`src/rtl/tsel_pkg.sv`:
```
package tsel_pkg;
   typedef enum logic [2:0] {
      K_PLAIN = 3'd0,
      K_COND  = 3'd1,
      K_INDIR = 3'd2,
      K_CALL  = 3'd3,
      K_RET   = 3'd4,
      K_EXC   = 3'd5
   } uop_kind_e;
endpackage

```
`src/rtl/tsel_classify.sv`:
```
module tsel_classify
   import tsel_pkg::*;
#(
   parameter int AW = 32,
   parameter bit BACK_INCLUSIVE = 1'b1
) (
   input  logic [AW-1:0] addr,
   input  logic [AW-1:0] target,
   input  logic [2:0]    kind,
   input  logic          taken,
   input  logic          bb_end,
   output logic          is_cond,
   output logic          outcome,
   output logic          blk_end,
   output logic          term
);
   uop_kind_e k;
   logic      back;

   assign k       = uop_kind_e'(kind);
   assign is_cond = (k == K_COND);
   assign outcome = is_cond && taken;
   assign blk_end = bb_end || (k != K_PLAIN);

   // backward-taken compare, target equal to address counts as backward by default
   generate
      if (BACK_INCLUSIVE) begin : g_le
         assign back = outcome && (target <= addr);
      end else begin : g_lt
         assign back = outcome && (target < addr);
      end
   endgenerate

   assign term = (k == K_INDIR) || (k == K_EXC) || back;
endmodule

```
`src/rtl/tsel_block.sv`:
```
module tsel_block #(
   parameter int AW       = 32,
   parameter int MAX_UOPS = 64,
   parameter int CW       = 7
) (
   input  logic          clk,
   input  logic          rst,
   input  logic          accept,
   input  logic [AW-1:0] addr,
   input  logic          blk_end,
   output logic          done,
   output logic          cut,
   output logic [CW-1:0] len,
   output logic [AW-1:0] start
);
   logic [CW-1:0] pend_cnt;
   logic [AW-1:0] pend_start;

   assign cut   = !blk_end && (pend_cnt == CW'(MAX_UOPS - 1));
   assign done  = blk_end || cut;
   assign len   = pend_cnt + CW'(1);
   assign start = (pend_cnt == '0) ? addr : pend_start;

   always_ff @(posedge clk) begin
      if (rst) begin
         pend_cnt   <= '0;
         pend_start <= '0;
      end else if (accept) begin
         if (done) begin
            pend_cnt <= '0;
         end else begin
            pend_cnt <= pend_cnt + CW'(1);
            if (pend_cnt == '0) pend_start <= addr;
         end
      end
   end
endmodule

```
`src/rtl/tsel_trace.sv`:
```
module tsel_trace #(
   parameter int AW       = 32,
   parameter int MAX_UOPS = 64,
   parameter int MAX_BR   = 16,
   parameter int CW       = 7,
   parameter int BW       = 5
) (
   input  logic              clk,
   input  logic              rst,
   input  logic              blk_fire,
   input  logic [CW-1:0]     blk_len,
   input  logic [AW-1:0]     blk_start,
   input  logic              blk_cond,
   input  logic              blk_taken,
   input  logic              blk_term,
   input  logic              blk_cut,
   output logic              slot_ok,
   output logic              out_valid,
   input  logic              out_ready,
   output logic [AW-1:0]     out_start,
   output logic [CW-1:0]     out_count,
   output logic [BW-1:0]     out_nbr,
   output logic [MAX_BR-1:0] out_bits,
   output logic              out_split
);
   typedef struct packed {
      logic [AW-1:0]     start;
      logic [CW-1:0]     cnt;
      logic [BW-1:0]     nbr;
      logic [MAX_BR-1:0] bits;
      logic              split;
   } desc_t;

   desc_t tr, od, m;
   logic  ov, hold, slot_free, over, close_now;
   logic [CW:0]       sum;
   logic [CW-1:0]     base_cnt;
   logic [BW-1:0]     base_nbr;
   logic [MAX_BR-1:0] base_bits;

   assign slot_free = !ov || out_ready;
   assign slot_ok   = !hold && slot_free;
   assign sum       = {1'b0, tr.cnt} + {1'b0, blk_len};
   assign over      = (tr.cnt != '0) &&
                      ((sum > (CW+1)'(MAX_UOPS)) || (blk_cond && tr.nbr == BW'(MAX_BR)));
   assign close_now = blk_term || blk_cut;

   assign base_cnt  = over ? '0 : tr.cnt;
   assign base_nbr  = over ? '0 : tr.nbr;
   assign base_bits = over ? '0 : tr.bits;

   assign m.start = (over || tr.cnt == '0) ? blk_start : tr.start;
   assign m.cnt   = base_cnt + blk_len;
   assign m.nbr   = base_nbr + BW'(blk_cond);
   assign m.split = blk_cut;

   generate
      for (genvar i = 0; i < MAX_BR; i++) begin : g_bit
         assign m.bits[i] = (blk_cond && base_nbr == BW'(i)) ? blk_taken : base_bits[i];
      end
   endgenerate

   always_ff @(posedge clk) begin
      if (rst) begin
         tr   <= '0;
         od   <= '0;
         ov   <= 1'b0;
         hold <= 1'b0;
      end else begin
         if (ov && out_ready) ov <= 1'b0;
         if (hold && slot_free) begin
            od   <= tr;
            ov   <= 1'b1;
            tr   <= '0;
            hold <= 1'b0;
         end else if (blk_fire) begin
            if (over) begin
               od   <= tr;
               ov   <= 1'b1;
               tr   <= m;
               hold <= close_now;
            end else if (close_now) begin
               od <= m;
               ov <= 1'b1;
               tr <= '0;
            end else begin
               tr <= m;
            end
         end
      end
   end

   assign out_valid = ov;
   assign out_start = od.start;
   assign out_count = od.cnt;
   assign out_nbr   = od.nbr;
   assign out_bits  = od.bits;
   assign out_split = od.split;
endmodule

```
`src/rtl/trace_select_builder.sv`:
```
module trace_select_builder #(
   parameter int  AW             = 32,
   parameter int  MAX_UOPS       = 64,
   parameter int  MAX_BR         = 16,
   parameter bit  BACK_INCLUSIVE = 1'b1,
   localparam int CW             = $clog2(MAX_UOPS + 1),
   localparam int BW             = $clog2(MAX_BR + 1)
) (
   input  logic              clk,
   input  logic              rst,
   input  logic              in_valid,
   output logic              in_ready,
   input  logic [AW-1:0]     in_addr,
   input  logic              in_bb_end,
   input  logic [2:0]        in_kind,
   input  logic              in_taken,
   input  logic [AW-1:0]     in_target,
   output logic              out_valid,
   input  logic              out_ready,
   output logic [AW-1:0]     out_start,
   output logic [CW-1:0]     out_count,
   output logic [BW-1:0]     out_nbr,
   output logic [MAX_BR-1:0] out_bits,
   output logic              out_split
);
   generate
      if (MAX_UOPS < 2) begin : g_bad_uops
         $error("MAX_UOPS must be at least 2");
      end
      if (MAX_BR < 1) begin : g_bad_br
         $error("MAX_BR must be at least 1");
      end
      if (AW < 2) begin : g_bad_aw
         $error("AW must be at least 2");
      end
   endgenerate

   logic          accept, is_cond, outcome, blk_end, term, done, cut;
   logic [CW-1:0] len;
   logic [AW-1:0] bstart;

   assign accept = in_valid && in_ready;

   tsel_classify #(.AW(AW), .BACK_INCLUSIVE(BACK_INCLUSIVE)) u_cls (
      .addr(in_addr), .target(in_target), .kind(in_kind), .taken(in_taken),
      .bb_end(in_bb_end), .is_cond(is_cond), .outcome(outcome),
      .blk_end(blk_end), .term(term)
   );

   tsel_block #(.AW(AW), .MAX_UOPS(MAX_UOPS), .CW(CW)) u_blk (
      .clk(clk), .rst(rst), .accept(accept), .addr(in_addr), .blk_end(blk_end),
      .done(done), .cut(cut), .len(len), .start(bstart)
   );

   tsel_trace #(.AW(AW), .MAX_UOPS(MAX_UOPS), .MAX_BR(MAX_BR), .CW(CW), .BW(BW)) u_trc (
      .clk(clk), .rst(rst), .blk_fire(accept && done), .blk_len(len),
      .blk_start(bstart), .blk_cond(is_cond), .blk_taken(outcome),
      .blk_term(term), .blk_cut(cut), .slot_ok(in_ready),
      .out_valid(out_valid), .out_ready(out_ready), .out_start(out_start),
      .out_count(out_count), .out_nbr(out_nbr), .out_bits(out_bits),
      .out_split(out_split)
   );
endmodule

```
`config.mk`:
```
export PLATFORM = sky130hd
export DESIGN_NAME = trace_select_builder
export DESIGN_NICKNAME = d
export VERILOG_FILES = /design/src/rtl/tsel_pkg.sv /design/src/rtl/tsel_classify.sv /design/src/rtl/tsel_block.sv /design/src/rtl/tsel_trace.sv /design/src/rtl/trace_select_builder.sv
export SDC_FILE = /design/constraint.sdc
export NUM_CORES = 1
export LEC_CHECK = 0
export BUFFER_PORTS_ARGS = -buffer_cell sky130_fd_sc_hd__buf_4
export CORE_ASPECT_RATIO = 1.5
export CORE_MARGIN = 2
export CORE_UTILIZATION = 45
export CTS_CLUSTER_SIZE = 14
export DETAILED_ROUTE_END_ITERATION = 10
export PLACE_DENSITY = 0.76
export SYNTH_ARGS = -nofsm -noshare
export SYNTH_HDL_FRONTEND = slang
export SYNTH_SLANG_ARGS = --single-unit
```
`constraint.sdc`:
```
create_clock -name clk -period 8 [get_ports clk]
set_clock_uncertainty 0.05 [all_clocks]
set_input_delay 1.2 -clock clk [delete_from_list [all_inputs] [get_ports clk]]
set_output_delay 1.2 -clock clk [all_outputs]
set_load 0.01 [all_outputs]
```
# ---- Word level (Yosys, flattened, before mapping)
# Cells that the tools add are included.
dict set report word_totals {
  regBits 163
  inputBits 73
  word_cells 122
}
dict set report classes {
  n_addsub 4
  order_cmp 2
  eq_ne 20
  muxes 33
  n_bitwise 1
  n_reduce_logical 48
}
# op n
set ops {}
lappend ops {{$mux 61} 6}
lappend ops {{$mux 32} 2}
lappend ops {{$eq 5x4->1 const B} 8}
lappend ops {{$le 32x32->1} 1}
lappend ops {{$logic_and 1x1->1} 26}
lappend ops {{$mux 1} 21}
lappend ops {{$eq 5x3->1 const B} 4}
lappend ops {{$mux 16} 1}
lappend ops {{$logic_not 7->1} 2}
lappend ops {{$mux 7} 2}
lappend ops {{$eq 5x2->1 const B} 2}
lappend ops {{$add 7x7->8} 1}
lappend ops {{$gt 8x7->1 const B} 1}
lappend ops {{$logic_or 1x1->1} 8}
lappend ops {{$add 7x1->7 const B} 1}
lappend ops {{$add 7x7->7} 1}
lappend ops {{$eq 7x6->1 const B} 1}
lappend ops {{$reduce_bool 7->1} 1}
lappend ops {{$reduce_and 2->1} 3}
lappend ops {{$reduce_bool 3->1} 2}
lappend ops {{$add 5x1->5} 1}
lappend ops {{$eq 5x1->1 const B} 1}
lappend ops {{$eq 5x5->1 const B} 1}
lappend ops {{$logic_not 5->1} 1}
lappend ops {{8 further kinds} 10}

# ---- Longest topological paths before layout
dict set report logic_depth {
  depth_word 13
  mapped_depth 22
  mapped_depth_nobuf 21
}

# ---- Modules after synthesis
# Synthesis repeated with hierarchy kept, for this count alone.
dict set report unflattened {
  hier_cells 1054
  area_unflattened_um2 9222.6
}
# mod instances cells_per_inst area_per_inst_um2
set modules_own_cells {}
lappend modules_own_cells {tsel_trace 1 699 6364.9}
lappend modules_own_cells {tsel_block 1 231 1951.9}
lappend modules_own_cells {tsel_classify 1 122 893.4}
lappend modules_own_cells {trace_select_builder 1 2 12.5}

# ---- Least setup slack after synthesis
# Ideal clock, no wire load.
dict set report synth_timing {
  path_type {register -> register}
  startpoint {register u_blk.pend_cnt[0]}
  endpoint {register u_trc.od (netlist bit u_trc.out_count[6])}
  t_arrival_ns 4.522
  required_ns 7.870
  setup_slack_ns 3.348
  path_stages_with_launch 22
  synth_period_minus_slack_ns 4.652
  path_cell_list {dfxtp_1 > ha_1 > nand3_2 > or3_4 > nand2_1 > ha_1 > a2111o_1 > o211ai_1 > o31a_1 > o31ai_4 > clkbuf_1 > and2_1 > ha_1 > fa_1 > a21o_1 > a21oi_1 > o21bai_1 > a21oi_1 > xor2_1 > nor3_2 > xnor2_1 > a211oi_2}
}
dict set report synth_between {
  elab_chain_len 11
}
# element line_no
set synth_lines {}
lappend synth_lines {{from (decl)} tsel_block.sv:16} ;# logic [CW-1:0] pend_cnt;
lappend synth_lines {{from (signal assigned)} tsel_block.sv:32} ;# pend_cnt <= pend_cnt + CW'(1);
lappend synth_lines {{$add 7x1->7} tsel_block.sv:21} ;# assign len = pend_cnt + CW'(1);
lappend synth_lines {{$add 7x7->8} tsel_trace.sv:43} ;# assign sum = {1'b0, tr.cnt} + {1'b0, blk_len};
lappend synth_lines {{$gt 8x7->1} tsel_trace.sv:45} ;# ((sum > (CW+1)'(MAX_UOPS)) || (blk_cond && tr.nbr == BW'(MAX_BR)));
lappend synth_lines {{$logic_or 1x1->1} tsel_trace.sv:45}
lappend synth_lines {{$logic_and 1x1->1} tsel_trace.sv:44} ;# assign over = (tr.cnt != '0) &&
lappend synth_lines {{$mux 7} tsel_trace.sv:48} ;# assign base_cnt = over ? '0 : tr.cnt;
lappend synth_lines {{$add 7x7->7} tsel_trace.sv:53} ;# assign m.cnt = base_cnt + blk_len;
lappend synth_lines {{$mux 61} tsel_trace.sv:82} ;# end else if (close_now) begin
lappend synth_lines {{$mux 61} tsel_trace.sv:77} ;# if (over) begin
lappend synth_lines {{$mux 61} tsel_trace.sv:76} ;# end else if (blk_fire) begin
lappend synth_lines {{$mux 61} tsel_trace.sv:71} ;# if (hold && slot_free) begin
lappend synth_lines {{to (signal assigned)} tsel_trace.sv:72} ;# od <= tr;
lappend synth_lines {{to (signal assigned)} tsel_trace.sv:78} ;# od <= tr;
lappend synth_lines {{to (signal assigned)} tsel_trace.sv:83} ;# od <= m;
lappend synth_lines {{to (decl)} tsel_trace.sv:34} ;# desc_t tr, od, m;
# Parallel ways exist; a longest one is shown, timed or not. The select of a mux whose other input is x is not followed.
# A chain may end at the register's enable or synchronous reset.

# ---- Final worst setup path
# Ends and elaborated chain as after synthesis.

==> results summary <==
The final standard cell count with taps included and fillers excluded came out at 1458. The synthesis-stage register bit count is 163. For hold timing, the worst endpoint is u_trc.tr[0].

The switching power summed over all nets is 0.000505 W. After clock tree synthesis, the clock-pin slew on the worst setup and hold paths is 0.06 ns. The post-route clock period utilization came out at 0.655. The path class of the tightest hold or removal check is register to register. In the post-route analysis, the smallest setup slack over all paths is about 2.8 ns. Clock tree synthesis found a total of 163 sinks. Entering global routing, the biggest net connects 85 pins.

The count of boundary I/O pins came out at 136. In this run the static leakage power is 4.22 nW. The number of fillers in the final layout came out at 1855. The count of cell types in the netlist is 70.

The half-perimeter wire length of the detailed placement result is ~17000 um. The synthesized area divided by synthesized cell count came out at 8.16 um2. The core occupancy in the finished layout is 0.538.

The worst register-to-register path ends at u_trc.out_count[6]. After synthesis, the largest family of logic cells by area is compound AO/OA/AOI/OAI gates. The number of synthesized flops with an enable pin is 0. When the netlist entered floorplanning its net count stood at 1234. The part of the power in combinational logic came out at 0.141. Of the total power, the clock network draws 0.407.

The post-cts sizing count came out at 0. The data arrival time of the critical path is 5.47 ns. The number of clock buffers added by TritonCTS is 17.

The final number of max-transition violations came out at 0. On the final layout, the worst hold slack is 0.411 ns. The register share of total power came out at 0.452.

The cell count after placement is 1427. Of the total synthesized cell area, the portion taken by XOR and XNOR cells is 0.0164. The number of DRC markers in iteration 0 came out at 552. The number of cells produced by synthesis is 1110. The tree is rooted in a sky130_fd_sc_hd__clkbuf_16.

The run finished with clean final reports. The number of hold violations in the final report is 0. Of the total synthesized cell area, the portion taken by full adders, half adders and majority gates is 0.0721.

The per-cell via count in the routed design came out at a little under 6. The startpoint identified for the worst register-to-register timing path is u_blk.pend_cnt[0]. The quantity of I/O buffers inserted on ports is 135. The pre-antenna-repair detailed-routing pass consisted of 5 iterations. The critical path capture point type is a register. For this configuration, the core starts out at a cell density of 0.458. The number of cells on the worst hold path is 2.

The worst setup slack for register-to-register paths came out at between 2 and 3 ns. The core area came out at approximately 20000 um2. In this run the number of H-tree levels came out at 4. The sum of negative setup slack came out at 0 ns.

The number of antenna repair diodes came out at 0. The fraction of final layout cells sized beyond drive strength 1 came out at 0.193. Setup repair after global routing left no endpoint under its margin. The signal on the critical path passes through ha_1, nand3_2, or3_4, nand2_1, ha_1, a21oi_1, o21ai_0, or2_1, o31ai_4, and2_1, ha_1, a21o_1, a21oi_1, o21bai_1, a21oi_1, xor2_1, nor3_2, xnor2_1, a211oi_2. The number of max-cap violations came out at 0. Post-CTS timing repair inserted 0 buffers for setup. The initialized floorplan defines 63 standard-cell rows.

The critical path in this run is classified as register to register. The total global routing overflow is 0. The area growth from synthesis to final layout came out at 17.5%. For this block, the routed nets add up to 24500 um of wire. The routability congestion estimate is 0.856.

In the routed design, unresolved DRC markers number 0. The cell area that synthesis handed to floorplanning was 9060 um2. For this design, the slowest cell found on the critical path is sky130_fd_sc_hd__o31ai_4. The overall die area is around 21000 um2.

VDD sags by at most 0.124 mV. The startpoint identified for the worst hold timing path is u_trc.tr[0]. The number of nets in the finished design is 1310. The largest stage delay on the critical path came out at between 0.7 and 0.8 ns. Clock latency on the worst-skew pair, taken at its later pin, is 0.43 ns.

Before CTS, the worst setup slack after placement is 2.83 ns. The top achievable clock speed came out at 191 MHz. In the final routed layout, each cell accounts on average for 16.8 um. The count of final setup violators is 0. The initial antenna violation count is 0. STA classifies the critical path startpoint as a register. Together, buffers and inverters on the worst path number 0.

The via count of the first global-routing pass was 8167. The maximum net fanout on the critical path is 19. Measured against the total synthesized area, the mux share comes to 0.0135. The data required time at the worst endpoint is 8.23 ns. The routed design could run at a clock period as short as 5.24 ns. The share of synthesized flip-flops with an asynchronous set or reset came out at 0. The fraction of power spent switching nets is 0.264. The quantity of hold-fixing buffers added after cts came out at 0. The cell family contributing the most delay on the critical path is compound AO/OA/AOI/OAI gates. The length in cells of the worst reg-to-reg path came out at 19.

The number of vias in the routed layout is around 8400. The buffer levels on the longest clock path is 2. Dividing total power by cell area gives a power density of 180 nW/um2. At the pin with the least slew margin, the transition time is approximately 1.1 ns.

The clock tree from TritonCTS is yes. The total track usage is 0.232. The internal power consumption is 0.00141 W. The count of synthesis-stage warnings from yosys came out at 0. The most used flip-flop cell after synthesis is sky130_fd_sc_hd__dfxtp_1. The basic-gate share of the synthesized area counting and, or, nand and nor cells came out at 0.218. The complex-gate fraction of the synthesized area is 0.254. The sequential share of the synthesized area is 0.360. The worst slew margin relative to its limit came out at 0.281.

The vertical die dimension came out at around 180 um. The x dimension of the die came out at 120 um. The remaining antenna violation count after routing is 0. The wire length of the first global-routing pass is 40000 um.
==> cell usage after synthesis, drive strengths merged (3+ instances only) <==
library cell | n | area share
a211oi | 38 | 0.034
a21o | 5 | 0.0041
a21oi | 136 | 0.077
a22oi | 3 | 0.0025
a311oi | 20 | 0.026
a31oi | 5 | 0.0041
and2 | 13 | 0.0090
and4 | 3 | 0.0032
buf | 30 | 0.022
clkbuf | 60 | 0.025
dfxtp | 163 | 0.36
ha | 49 | 0.068
inv | 43 | 0.018
mux2i | 10 | 0.011
nand2 | 119 | 0.050
nand2b | 3 | 0.0021
nand3 | 83 | 0.047
nand3b | 4 | 0.0033
nand4 | 8 | 0.0055
nor2 | 107 | 0.046
nor2b | 6 | 0.0041
nor3 | 39 | 0.031
nor4 | 4 | 0.0028
o21ai | 38 | 0.021
o221ai | 33 | 0.032
o2bb2ai | 31 | 0.030
or3 | 5 | 0.0040
xnor2 | 10 | 0.0097
xor2 | 7 | 0.0068
==> worst max-delay path by stage <==
stage | from | to | slack [ns] | cells after the start
floorplan | u_blk.pend_cnt[0] | u_trc.out_count[6] | 3.35 | 21
global placement | u_blk.pend_cnt[0] | u_trc.out_count[6] | 2.91 | 19
detailed placement | u_blk.pend_cnt[0] | u_trc.out_count[6] | 2.83 | 19
CTS | u_blk.pend_cnt[0] | u_trc.out_count[6] | 2.79 | 19
global route | u_blk.pend_cnt[1] | u_trc.out_count[6] | 2.38 | 19
finish | u_blk.pend_cnt[0] | u_trc.out_count[6] | 2.76 | 19
==> layout by cell type (no fill, tap or decap), types with 5 or more instances in the layout <==
cell type and instances:
sky130_fd_sc_hd__dfxtp_1 163, sky130_fd_sc_hd__buf_4 147, sky130_fd_sc_hd__a21oi_1 133, sky130_fd_sc_hd__nand2_1 117, sky130_fd_sc_hd__nor2_1 104, sky130_fd_sc_hd__nand3_1 81
sky130_fd_sc_hd__ha_1 49, sky130_fd_sc_hd__inv_1 43, sky130_fd_sc_hd__o21ai_0 35, sky130_fd_sc_hd__a211oi_1 33, sky130_fd_sc_hd__o221ai_1 33, sky130_fd_sc_hd__o2bb2ai_1 31
sky130_fd_sc_hd__nor3_1 22, sky130_fd_sc_hd__nor3_2 17, sky130_fd_sc_hd__clkbuf_16 17, sky130_fd_sc_hd__and2_1 12, sky130_fd_sc_hd__xnor2_1 10, sky130_fd_sc_hd__mux2i_1 10
sky130_fd_sc_hd__a311oi_2 10, sky130_fd_sc_hd__a311oi_1 10, sky130_fd_sc_hd__nand4_1 8, sky130_fd_sc_hd__xor2_1 7, sky130_fd_sc_hd__a21o_1 5, sky130_fd_sc_hd__nor2b_1 5
sky130_fd_sc_hd__a211oi_2 5
==> metrics by stage <==
step	area (um2)	total power (W)
floorplan	9060	0.00105
global placement	10100	0.00115
detailed placement	10100	0.00115
CTS	10600	0.00192
global route	10600	0.00199
finish	10600	0.00191
==> power groups by stage <==
stage / logic (W) / registers [W] / clock network, W
final: 0.000270 / 0.000865 / 0.000778
after global routing: 0.000297 / 0.000868 / 0.000823
after global placement: 0.000265 / 0.000881 / 0
after CTS: 0.000271 / 0.000864 / 0.000788
after floorplan: 0.000165 / 0.000886 / 0
after detailed placement: 0.000270 / 0.000881 / 0
==> tightest hold or removal path, delay by kind of cell, from the launching register on <==
kind,cells,cell delay (ns)
flip-flops,1,0.31
AND/OR/NAND/NOR,1,0.05
AO/OA/AOI/OAI,1,0.05
==> cell type report <==
class                      count  area, um2  area share
clock inverter                 8       78.8     0.00740
timing repair buffer         147       1100       0.104
sequential                   163       3260       0.307
inverter                      43        161      0.0152
tap                          260        325      0.0306
multi-input combinational    814       5240       0.492
clock buffer                  23        478      0.0449
==> cells by family after synthesis <==
group	count (synthesis)
AOI/OAI and AO/OA	330
DFF	163
muxes	12
xor gates and xnor gates	17
adders and majority gates	51
buffers and inverters	133
and+or+nand+nor	404
==> state kept, by name, indices dropped and copies added, names as in the netlist <==
signal            count
u_trc.hold            1
u_trc.out_valid       1
u_trc.out_bits       16
u_trc.out_start      32
u_trc.out_nbr         5
u_trc.out_count       7
u_trc.out_split       1
u_blk.pend_cnt        7
u_blk.pend_start     32
u_trc.tr             61
==> layer usage <==
metal  wire length, um  global-route usage
met1              9910               0.269
met2             12200               0.410
met3              1460              0.0476
met4               902               0.104
met5                 0                   0
No activity file was read; power rests on OpenSTA's default activity.
